### config.mk
export PLATFORM = sky130hd
export DESIGN_NAME = srt_mant_div
export DESIGN_NICKNAME = d
export VERILOG_FILES = /design/src/rtl/srt_pkg.sv /design/src/rtl/srt_digit_sel.sv /design/src/rtl/srt_digit_accum.sv /design/src/rtl/srt_fix.sv /design/src/rtl/srt_mant_div.sv
export SDC_FILE = /design/constraint.sdc
export NUM_CORES = 1
export LEC_CHECK = 0
export ABC_AREA = 1
export CAP_MARGIN = 20
export CORE_MARGIN = 8
export CORE_UTILIZATION = 48
export CTS_BUF_LIST = sky130_fd_sc_hd__clkbuf_2
export DETAILED_ROUTE_END_ITERATION = 6
export PLACE_DENSITY = 0.79
export SLEW_MARGIN = 20
export SYNTH_ARGS = -nofsm -noshare
export SYNTH_HDL_FRONTEND = slang
export SYNTH_SLANG_ARGS = --single-unit
### constraint.sdc
create_clock -name clk -period 3.26 [get_ports clk]
set_input_delay 0.652 -clock clk [delete_from_list [all_inputs] [get_ports clk]]
set_output_delay 0.652 -clock clk [all_outputs]
set_load 0.01 [all_outputs]
### src/rtl/srt_pkg.sv
package srt_pkg;
  typedef enum logic [1:0] {
    ST_IDLE = 2'd0,
    ST_ITER = 2'd1,
    ST_FIX  = 2'd2
  } srt_state_e;

  // signed radix-2 digit: pos=1 -> +1, neg=1 -> -1, both 0 -> 0
  typedef struct packed {
    logic pos;
    logic neg;
  } sdigit_t;
endpackage

### src/rtl/srt_digit_sel.sv
module srt_digit_sel
  import srt_pkg::*;
#(
  parameter int RW      = 16,
  parameter int HALF_SH = 12
) (
  input  logic signed [RW-1:0] rem,
  input  logic signed [RW-1:0] dvs,
  output sdigit_t              dig,
  output logic signed [RW-1:0] rem_nxt
);
  localparam logic signed [RW-1:0] HALF =
    {{(RW-HALF_SH-1){1'b0}}, 1'b1, {HALF_SH{1'b0}}};
  localparam logic signed [RW-1:0] NEG_HALF = -HALF;

  logic signed [RW-1:0] two_p;

  always_comb begin
    two_p = rem <<< 1;
    dig   = '0;
    if (two_p >= HALF) begin
      dig.pos = 1'b1;
      rem_nxt = two_p - dvs;
    end else if (two_p <= NEG_HALF) begin
      dig.neg = 1'b1;
      rem_nxt = two_p + dvs;
    end else begin
      rem_nxt = two_p;
    end
  end
endmodule

### src/rtl/srt_digit_accum.sv
module srt_digit_accum
  import srt_pkg::*;
#(
  parameter int N = 14
) (
  input  logic         clk,
  input  logic         rst_n,
  input  logic         clr,
  input  logic         en,
  input  sdigit_t      dig,
  output logic [N-1:0] qpos,
  output logic [N-1:0] qneg
);
  logic [N-1:0] qpos_d, qneg_d;

  always_comb begin
    qpos_d = qpos;
    qneg_d = qneg;
    if (clr) begin
      qpos_d = '0;
      qneg_d = '0;
    end else if (en) begin
      qpos_d = {qpos[N-2:0], dig.pos};
      qneg_d = {qneg[N-2:0], dig.neg};
    end
  end

  always_ff @(posedge clk or negedge rst_n) begin
    if (!rst_n) begin
      qpos <= '0;
      qneg <= '0;
    end else if (clr || en) begin
      qpos <= qpos_d;
      qneg <= qneg_d;
    end
  end
endmodule

### src/rtl/srt_fix.sv
module srt_fix #(
  parameter int N  = 14,
  parameter int RW = 16
) (
  input  logic [N-1:0]         qpos,
  input  logic [N-1:0]         qneg,
  input  logic signed [RW-1:0] rem,
  input  logic signed [RW-1:0] dvs,
  output logic [N-1:0]         quot,
  output logic                 sticky
);
  logic [N-1:0]         raw;
  logic signed [RW-1:0] rem_c;

  always_comb begin
    raw = qpos - qneg;
    if (rem[RW-1]) begin
      quot  = raw - N'(1);
      rem_c = rem + dvs;
    end else begin
      quot  = raw;
      rem_c = rem;
    end
    sticky = (rem_c != '0);
  end
endmodule

### src/rtl/srt_mant_div.sv
module srt_mant_div
  import srt_pkg::*;
#(
  parameter int MANT_W  = 12,
  parameter int GUARD_W = 2
) (
  input  logic                       clk,
  input  logic                       rst_n,
  input  logic                       start,
  input  logic [MANT_W-1:0]          dividend,
  input  logic [MANT_W-1:0]          divisor,
  output logic                       busy,
  output logic                       done,
  output logic [MANT_W+GUARD_W-1:0]  quotient,
  output logic                       rem_nonzero
);
  localparam int ITER_N = MANT_W + GUARD_W;
  localparam int RW     = MANT_W + 4;
  localparam int CNT_W  = $clog2(ITER_N + 1);

  // reset: asserted at once, released after two edges
  logic [1:0] rst_pipe;
  logic       rst_sync_n;

  always_ff @(posedge clk or negedge rst_n) begin
    if (!rst_n) rst_pipe <= 2'b00;
    else        rst_pipe <= {rst_pipe[0], 1'b1};
  end
  assign rst_sync_n = rst_pipe[1];

  srt_state_e           state_q, state_d;
  logic [CNT_W-1:0]     cnt_q, cnt_d;
  logic signed [RW-1:0] rem_q, rem_d, dvs_q, dvs_d, rem_nxt;
  logic [ITER_N-1:0]    quot_q, quot_d, qpos, qneg, fix_quot;
  logic                 stk_q, stk_d, fix_stk, done_q, done_d;
  logic                 acc_clr, acc_en;
  sdigit_t              dig;

  srt_digit_sel #(.RW(RW), .HALF_SH(MANT_W)) u_sel (
    .rem(rem_q), .dvs(dvs_q), .dig(dig), .rem_nxt(rem_nxt)
  );

  srt_digit_accum #(.N(ITER_N)) u_acc (
    .clk(clk), .rst_n(rst_sync_n), .clr(acc_clr), .en(acc_en),
    .dig(dig), .qpos(qpos), .qneg(qneg)
  );

  srt_fix #(.N(ITER_N), .RW(RW)) u_fix (
    .qpos(qpos), .qneg(qneg), .rem(rem_q), .dvs(dvs_q),
    .quot(fix_quot), .sticky(fix_stk)
  );

  always_comb begin
    state_d = state_q;
    cnt_d   = cnt_q;
    rem_d   = rem_q;
    dvs_d   = dvs_q;
    quot_d  = quot_q;
    stk_d   = stk_q;
    done_d  = 1'b0;
    acc_clr = 1'b0;
    acc_en  = 1'b0;
    unique case (state_q)
      ST_IDLE: begin
        if (start) begin
          // remainder starts at dividend/2, divisor scaled to match
          rem_d   = $signed({{(RW-MANT_W){1'b0}}, dividend});
          dvs_d   = $signed({{(RW-MANT_W-1){1'b0}}, divisor, 1'b0});
          cnt_d   = '0;
          acc_clr = 1'b1;
          state_d = ST_ITER;
        end
      end
      ST_ITER: begin
        rem_d  = rem_nxt;
        acc_en = 1'b1;
        cnt_d  = cnt_q + CNT_W'(1);
        if (cnt_q == CNT_W'(ITER_N - 1)) state_d = ST_FIX;
      end
      ST_FIX: begin
        quot_d  = fix_quot;
        stk_d   = fix_stk;
        done_d  = 1'b1;
        state_d = ST_IDLE;
      end
      default: state_d = ST_IDLE;
    endcase
  end

  always_ff @(posedge clk or negedge rst_sync_n) begin
    if (!rst_sync_n) begin
      state_q <= ST_IDLE;
      cnt_q   <= '0;
      rem_q   <= '0;
      dvs_q   <= '0;
      quot_q  <= '0;
      stk_q   <= 1'b0;
      done_q  <= 1'b0;
    end else begin
      state_q <= state_d;
      cnt_q   <= cnt_d;
      rem_q   <= rem_d;
      dvs_q   <= dvs_d;
      quot_q  <= quot_d;
      stk_q   <= stk_d;
      done_q  <= done_d;
    end
  end

  assign busy        = (state_q != ST_IDLE);
  assign done        = done_q;
  assign quotient    = quot_q;
  assign rem_nonzero = stk_q;
endmodule

==> summary.md, run 1 <==
| Metric | Value |
|---|---|
| Outcome | complete, no violations |
| R2r endpoint | rem_q[11]$_DFFE_PN0P_ |
| Top-area cell type share of the netlist area | 30.91% |
| Final clock skew | around 0.024 ns |
| CTS buffer count | 9 |
| Period Utilization, post-route | 75.53% |
| Longest Clk Path Bufs | 2 |
| Synth Register Bits | 80 |
| Combinational family with the most area after synthesis | simple AND/OR/NAND/NOR gates |
| R2r startpoint | dvs_q[8]$_DFFE_PN0P_ |
| HPWL after DPL | 13000 um |
| Drt initial violations | 488 |
| Count of pins over their slew limit | 0 |
| Cell chosen for the clock root | clkbuf_2 |
| Min cycle time layout | 2.462 ns |
| Crit-path cells | inv_1, ha_1, inv_1, o21ai_0, a31oi_1, nand3_1, xor2_1, nand2_1, nand3b_1, nand2_1, nand2_1 |
| R2r setup slk | 0.80 ns |
| Commonest cells in the netlist | nand2_1, inv_1, nand3_1, dfrtp_1, nor2_1 |
| CP Launch Type | flop |
| Fin nets | ~1100 |
| IO buf count | 43 |
| Global-route wire length before repair | 28690 um |
| Netlist cell types | 42 |
| Crit path top cell by count | nand2_1 |
| Clk pin slew, worst setup/hold paths | 0.25 ns |
| Post-synthesis adder-cell area fraction | 11.28% |
| Worst Reg-to-Reg Cells | 11 |
| Setup violators final | 0 |
| Fill count | 1265 |
| Initial antenna violation count | 1 |
| Post-CTS setup buffers | 0 |
| CP max FO | 7 |
| Simple-Gate Fraction of Synth Area | between 30% and 40% |
| Max incr delay on CP | 0.51 ns |
| Vias in the first global route | 5823 |
| Initial core utilization | approximately half |
| CP endpoint kind | flop |
| Total GRT Usage | 19.92% |
| Syn Std Cell Area | roughly 0.0065 mm^2 |
| Final Hold Viols | 0 |
| Post-synthesis mux area share | 0% |
| XOR/XNOR share of the synthesized area | 2.569% |
| Main synth FF type | dfrtp_1 |
| Net count after synthesis | ~1000 |
| Share of layout cells above drive strength 1 | 5.948% |
| Largest net degree at the start of global routing | 79 |
| Max-cap viol count | 0 |
| DR vias/cell | about 5.4 |
| Area fraction in compound gates after synthesis | about 15% |
| Top cells by area, synth | dfrtp_1, nand2_1, ha_1 |
| CP Launch Point | dvs_q[8]$_DFFE_PN0P_ |
| Crit path required time | 3.81 ns |
| Row Count | 42 |
| Cells resized by post-CTS repair | 0 |
| Worst Hold Class | input port to async pin |
| Critical path's slowest cell | dfrtp_1 |
| Drt wl/cell | 14.66 um |
| Synth Area per Inst | 6.833 um^2 |
| Worst slew pin tran | around 0.62 ns |
| Die ar. | 0.01747 mm^2 |
| Setup TNS Final | 0 ns |
| TritonCTS clock tree | yes |
| CTS hold repair buffers | 0 |
| Post-synth EDFFs | 0 |
| Routed vias | 6290 |
| Die Span X | 132.2 um |
| Core area | 0.01319 mm^2 |
| Final ANT Viol Nets | 0 |
| GPL Wtd Cong | 0.9706 |
| Fmax | between 0.4 and 0.5 GHz |
| Synth area leader | dfrtp_1 |
| Clock Latency Late Sink | 0.59 ns |
| CP Class | flop to flop |
| Unrepaired setup endpoints after global routing | false |
| Die Y | between 100 and 150 um |
| Post-synthesis async set-or-reset flop share | between 90% and 100% |
| Synth Warn # | 0 |
| Grt total ovfl | 0 |
| Multi-input gate area | 0.003817 mm^2 |
| Post-Route WL | 17130 um |
| Worst endpoint data arrival time | 3.01 ns |
| Syn Inst Count | 948 |
| Register area | 0.002006 mm^2 |
| Io pins | 44 |
| H-tree Lvls | 3 |
| Max_slew headroom | just under 60% |
| DRT Pass-1 Iters | 7 |
| Post-route DRC | 0 |
| Seq/Total Area, Yosys | 30.91% |
| Clock sinks | 80 |
| Area Overhead vs Synth | 11.57% |
| Count leader, synth | nand2_1 |
flip-flops by register name, indices dropped and copies added (netlist names):
signal,cells
done,1
quotient,14
dvs_q,12
cnt_q,4
rem_nonzero,1
u_acc.qneg,14
rst_pipe,2
u_acc.qpos,14
rem_q,16
state_q,2
layer usage:
| layer | part of all wire (%) | wire length (um) | up-vias | track usage [%] |
|---|---|---|---|---|
| met2 | 43 | 7346 | 207 | 29.20 |
| li1 | - | - | 3173 | - |
| met5 | 0 | 0 | - | 0 |
| met1 | 47 | 8132 | 2883 | 28.02 |
| met4 | 2.1 | 360 | 0 | 6.445 |
| met3 | 7.6 | 1294 | 27 | 4.764 |
worst max-delay path by stage:
| stage | slack [ns] | depth (start not counted) | end |
|---|---|---|---|
| floorplan | 0.87 | 0 | cnt_q[0]$_DFFE_PN0P_ |
| finish | 0.80 | 11 | rem_q[11]$_DFFE_PN0P_ |
| global placement | 0.92 | 10 | rem_q[11]$_DFFE_PN0P_ |
| CTS | 0.81 | 3 | busy |
| global route | 0.59 | 14 | rem_q[14]$_DFFE_PN0P_ |
| detailed placement | 0.89 | 13 | quotient[12]$_DFFE_PN0P_ |
per-stage QoR:
| step | cell area (um^2) | setup WS (ns) | instances | util [%] | hold WS [ns] |
|---|---|---|---|---|---|
| 6_report | 7227 | 0.7977 | 1169 | 54.79 | 0.1689 |
| 5_1_grt | 7227 | 0.5938 | 1169 | 54.79 | 0.09458 |
| 4_1_cts | 7197 | 0.8053 | 1167 | 54.56 | 0.1311 |
| 3_5_place_dp | 7074 | 0.8851 | 1151 | 53.63 | 0.3442 |
| 3_3_place_gp | 7074 | 0.9250 | 1151 | 53.63 | 0.3353 |
| 2_1_floorplan | 6477 | 0.8670 | 948 | - | 0.3312 |
final cells by class:
cell class / instances / share of cell area [%]
clock inverters: 7 / 1.073
flip-flops and latches: 80 / 27.75
inverters: 144 / 7.479
diodes: 1 / 0.03463
repair buffers: 52 / 7.168
clock buffers: 9 / 0.6233
multi-input cells: 700 / 52.82
well taps: 176 / 3.047
placed cells by master, fill, tap and decap left out, drive strengths merged, types with 13 or more instances in the layout:
master | Yosys | layout
a21oi | 50 | 50
clkdlybuf4s50 | 0 | 43
dfrtp | 80 | 80
ha | 52 | 52
inv | 143 | 146
nand2 | 262 | 262
nand3 | 86 | 86
nand4 | 13 | 13
nor2 | 81 | 81
o21ai | 62 | 62
o22ai | 32 | 32
xor2 | 15 | 15
logic make-up (layout without fill, tap and decap cells):
kind of cell	after synthesis	in the layout
flops	80	80
xor+xnor	19	19
compound gates	165	165
simple gates	459	459
fa+ha+maj	56	56
other cells	1	2
buf+inv	168	212
critical path: cells and delay by family, from the launching register on:
kind | cells | cell delay [ns]
XOR/XNOR | 1 | 0.22
AO/OA/AOI/OAI | 2 | 0.57
AND/OR/NAND/NOR | 5 | 0.46
adder cells (fa/ha/maj) | 1 | 0.42
flip-flops | 1 | 0.51
buffers and inverters | 2 | 0.24
Power of run 1 is not shown: default switching activity piles up to over one toggle a cycle in this logic, so the estimate is an artifact.
==> run 2: changes to the inputs <==
Settings changed: PLACE_DENSITY 0.79 to 0.82.
Clock period 3.26 ns to 2 ns, I/O delays scaled along.
==> summary.md, run 2 (same netlist as run 1, synthesis figures left out) <==
| Metric | Value |
|---|---|
| Unrepaired setup endpoints after global routing | true |
| Die Span X | 132.2 um |
| Post-route DRC | 0 |
| Initial core utilization | 49.11% |
| IO buf count | 43 |
| HPWL after DPL | 14710 um |
| Crit-path cells | ha_4, fa_2, buf_4, nand2_1, nor2_2, nand2_2, nor2_4, nand2_2, nor2_4, nand2_2, or2_0, nand3_1, nand2_1 |
| Max_slew headroom | approximately 62% |
| DP Cell Count | 1272 |
| Commonest non-fill, non-tap cell in the layout | nand2_1 |
| Post-Route WL | around 21000 um |
| Die Y | 132.2 um |
| Worst slew pin tran | 0.5650 ns |
| Period Utilization, post-route | 117.8% |
| Crit path required time | 2.52 ns |
| CP Launch Type | flop |
| Largest net degree at the start of global routing | 56 |
| Drt initial violations | 756 |
| Drt wl/cell | approximately 16 um |
| Crit path buffers/inverters | 1 |
| Failing checks | setup timing |
| Final ANT Viol Nets | 0 |
| Die ar. | 0.01747 mm^2 |
| Longest Clk Path Bufs | 2 |
| Clock sinks | 80 |
| Max incr delay on CP | 0.59 ns |
| Fill count | 959 |
| CTS buffer count | 9 |
| Total GRT Usage | 22.36% |
| Area Overhead vs Synth | 40.60% |
| CP Class | flop to flop |
| Fin nets | ~1200 |
| Share of layout cells above drive strength 1 | 30.06% |
| TritonCTS clock tree | yes |
| Initial antenna violation count | 1 |
| Routed vias | 7256 |
| R2r setup slk | -0.36 ns |
| Delay-heaviest family, CP | simple AND/OR/NAND/NOR gates |
| Most flops, register | rem_q |
| Vias in the first global route | 6793 |
| Clk pin slew, worst setup/hold paths | 0.27 ns |
| CP endpoint kind | flop |
| Final Util | between 60 and 70% |
| Critical path's slowest cell | fa_2 |
| Min setup slack post-route | -0.3569 ns |
| Clock Latency Late Sink | about 0.58 ns |
| Row Count | 42 |
| DR vias/cell | 5.505 |
| GPL Wtd Cong | just under 1 |
| Max reg flops | 16 |
| R2r startpoint | u_acc.qneg[0]$_DFFE_PN0P_ |
| Worst Hold Class | flop to async pin |
| CP max FO | 2 |
| Count of pins over their slew limit | 0 |
| Final Hold Viols | 0 |
| H-tree Lvls | 3 |
| Max-cap viol count | 0 |
| DRT Pass-1 Iters | 7 |
| Fmax | about 0.42 GHz |
| Cell chosen for the clock root | clkbuf_2 |
| Commonest non-fill, non-tap cells in the layout | nand2_1, buf_4, inv_1, nand3_1, dfrtp_1 |
| Outcome | finished with violations |
| Worst Reg-to-Reg Cells | 13 |
| R2r endpoint | quotient[9]$_DFFE_PN0P_ |
| Final Non-Filler Cells | 1318 |
| Min cycle time layout | 2.357 ns |
| Final hold slack | 0.2358 ns |
| Core area | 0.01319 mm^2 |
| Crit path top cell by count | nand2_2 |
| Grt total ovfl | 0 |
| Io pins | between 40 and 50 |
| Global-route wire length before repair | 32360 um |
| Setup violators final | 20 |
| Worst endpoint data arrival time | 2.88 ns |
| Pre-CTS setup slack | -0.3086 ns |
| Final clock skew | between 0.03 and 0.04 ns |
## run 2: worst max path at each step
stage	startpoint	endpoint	slack, ns	depth (start not counted)
floorplan	u_acc.qneg[0]$_DFFE_PN0P_	quotient[12]$_DFFE_PN0P_	-0.14	12
global placement	rem_q[1]$_DFFE_PN0P_	rem_q[8]$_DFFE_PN0P_	-0.25	13
detailed placement	u_acc.qneg[0]$_DFFE_PN0P_	quotient[12]$_DFFE_PN0P_	-0.31	12
CTS	u_acc.qneg[0]$_DFFE_PN0P_	quotient[12]$_DFFE_PN0P_	-0.26	12
global route	u_acc.qneg[0]$_DFFE_PN0P_	quotient[9]$_DFFE_PN0P_	-0.46	13
finish	u_acc.qneg[0]$_DFFE_PN0P_	quotient[9]$_DFFE_PN0P_	-0.36	13
## run 2: stage by stage
stage / instance area (um^2) / setup TNS [ns]
2_1_floorplan: 6481 / -0.5090
3_3_place_gp: 8023 / -2.511
3_5_place_dp: 8023 / -3.752
4_1_cts: 8419 / -1.902
5_1_grt: 9107 / -5.607
6_report: 9107 / -3.340
## run 2: layout make-up
| cell class | instances | area (um^2) | share of cell area [%] |
|---|---|---|---|
| Timing Repair Buffer | 201 | 1722 | 18.90 |
| Clock buffer | 9 | 45.04 | 0.4946 |
| Multi-Input combinational cell | 700 | 4471 | 49.09 |
| Inverter | 144 | 545.5 | 5.990 |
| Antenna cell | 1 | 2.502 | 0.02748 |
| Sequential cell | 80 | 2014 | 22.12 |
| Tap cell | 176 | 220.2 | 2.418 |
| Clock inverter | 7 | 87.58 | 0.9617 |
## run 2: metal layers
metal  GRT usage (%)  part of all wire (%)  wire (um)  vias to the layer above
met3           4.078                   8.3       1739                       63
met1           29.89                    42       8859                     3382
met5               0                     0          0                        -
met2           34.82                    46       9651                      341
li1                -                     -          -                     3470
met4           9.126                   3.5        742                        0
## run 2: what timing repair did
| action | 4_1_cts | 5_1_grt |
|---|---|---|
| pin swaps | 16 | 69 |
| endpoints found under the setup margin | 22 | 35 |
| setup buffers | 11 | 20 |
| gates resized for setup | 55 | 142 |
| hold buffers | 1 | 0 |
| hold endpoints to repair | 2 | 0 |
Power of run 2 is left out for the same reason.
==> run 3: changes to the inputs <==
Settings changed: DONT_BUFFER_PORTS set to 1, PLACE_DENSITY 0.82 to 0.77.
==> summary.md, run 3 (same netlist as run 1, synthesis figures left out) <==
| Metric | Value |
|---|---|
| Outcome | finished with violations |
| Failing checks | setup timing |
| Initial antenna violation count | 2 |
| Worst slew pin tran | around 0.53 ns |
| GPL Wtd Cong | roughly 0.99 |
| Clk pin slew, worst setup/hold paths | 0.27 ns |
| DR vias/cell | 5.469 |
| Unrepaired setup endpoints after global routing | true |
| CP Launch Type | flop |
| Cell chosen for the clock root | clkbuf_2 |
| Fin nets | about 1200 |
| Post-Route WL | 20390 um |
| Grt total ovfl | 0 |
| Min setup slack post-route | -0.2812 ns |
| Count of pins over their slew limit | 0 |
| Final Non-Filler Cells | 1297 |
| Crit path required time | ~2.6 ns |
| Die ar. | 0.01747 mm^2 |
| Setup violators final | 22 |
| Commonest non-fill, non-tap cells in the layout | nand2_1, buf_4, inv_1, dfrtp_1, nand3_1 |
| Global-route wire length before repair | 32840 um |
| Commonest non-fill, non-tap cell in the layout | nand2_1 |
| Drt wl/cell | 15.72 um |
| Final ANT Viol Nets | 0 |
| Row Count | 42 |
| Worst endpoint data arrival time | 2.84 ns |
| H-tree Lvls | 3 |
| DP Cell Count | 1226 |
| CP endpoint kind | flop |
| Placement Cell Area | 0.007557 mm^2 |
| Met1 Routed Length | a little under 9000 um |
| Longest Clk Path Bufs | 2 |
| Drt initial violations | 647 |
| CP Class | flop to flop |
| Fmax | about 0.44 GHz |
| Routed vias | around 7000 |
| Design area | 0.008791 mm^2 |
| CP max FO | 2 |
| CTS buffer count | 9 |
| Most flops, register | rem_q |
| Min cycle time layout | 2.281 ns |
| Max_slew headroom | between 60% and 70% |
| Period Utilization, post-route | 114.1% |
| R2r setup slk | -0.28 ns |
| Die Span X | 132.2 um |
| Area Overhead vs Synth | 35.72% |
| Largest net degree at the start of global routing | 55 |
| Final clock skew | 0.02388 ns |
| DRT Pass-1 Iters | 5 |
| Worst Hold Class | input port to flop |
| Clock sinks | 80 |
| Vias in the first global route | 6835 |
| Final Hold Viols | 0 |
| Max reg flops | 16 |
| Wire length on met2 | 9087 um |
| Multi-input gate area | 0.004365 mm^2 |
| Final Util | 66.65% |
| Die Y | about 130 um |
| Total GRT Usage | between 20 and 25% |
| WL met3 | approximately 1800 um |
| Register area | 0.002013 mm^2 |
| Top routing layer in use | met4 |
| Max-cap viol count | 0 |
| TritonCTS clock tree | yes |
| Core area | 0.01319 mm^2 |
| Clock Latency Late Sink | 0.62 ns |
| HPWL after DPL | 14540 um |
| Post-route DRC | 0 |
| Share of layout cells above drive strength 1 | 27.97% |
| Io pins | 44 |
| IO buf count | 0 |
| Fill count | 1070 |
| Initial core utilization | between 40% and 50% |
-- run 3: cell types whose count changed in the layout (fill, tap and decap cells not counted), sizes merged --
cell,delta
clkinv,-1
diode,+1
dlymetal6s2s,-3
inv,-1
clkdlybuf4s15,-1
clkdlybuf4s50,-39
dlygate4sd3,+24
clkinvlp,+2
buf,-3
-- run 3: worst paths after layout --
check,from,end,depth (start not counted)
worst max-delay path,u_acc.qneg[0]$_DFFE_PN0P_,quotient[9]$_DFFE_PN0P_,13
worst min-delay path,start,state_q[0]$_DFFE_PN0P_,3
worst max register to register,u_acc.qneg[0]$_DFFE_PN0P_,quotient[9]$_DFFE_PN0P_,13
worst min register to register,rst_pipe[1]$_DFF_PN0_,u_acc.qneg[12]$_DFFE_PN0P_,0
max in group asynchronous,rst_pipe[1]$_DFF_PN0_,rem_q[5]$_DFFE_PN0P_,1
min in group asynchronous,rst_pipe[1]$_DFF_PN0_,u_acc.qneg[12]$_DFFE_PN0P_,0
-- run 3: worst max-delay path, cell delays in order (launching register included) --
cell	delay, ns
dfrtp_1	0.45
ha_2	0.19
fa_2	0.56
buf_4	0.12
nand2_1	0.05
nor2_2	0.11
nand2_2	0.08
nor2_4	0.10
nand2_2	0.08
nor2_4	0.12
nand2_2	0.05
or2_0	0.20
nand3_1	0.07
nand2_1	0.05
-- run 3: what timing repair did --
item | 4_1_cts | 5_1_grt
setup buffers | 14 | 17
endpoints found under the hold margin | 25 | 0
setup endpoints to repair | 23 | 54
gates resized for setup | 68 | 110
pin swaps | 28 | 62
hold buffers | 25 | 0
-- run 3: stage by stage --
stage                     hold slack [ns]  TNS (ns)  worst slack [ns]
after global routing             0.002565    -6.910           -0.4062
after global placement             0.1045    -2.722           -0.2150
after CTS                         0.02063    -2.457           -0.2631
final                             0.05494    -4.149           -0.2812
after detailed placement           0.1045    -3.805           -0.2883
after floorplan                    0.1044   -0.5090           -0.1396
-- run 3: per-layer routing --
metal,vias to the layer above,track usage (%)
li1,3431,-
met1,3283,29.65
met2,315,35.33
met3,64,4.611
met4,0,11.30
met5,-,0
-- run 3: layout make-up --
cell class	instances	share of cell area, %
diodes	2	0.05693
clock inverters	7	0.8824
repair buffers	179	17.18
flip-flops and latches	80	22.90
clock buffers	9	0.5124
multi-input cells	700	49.66
inverters	144	6.305
well taps	176	2.505
Power of run 3 is left out for the same reason.
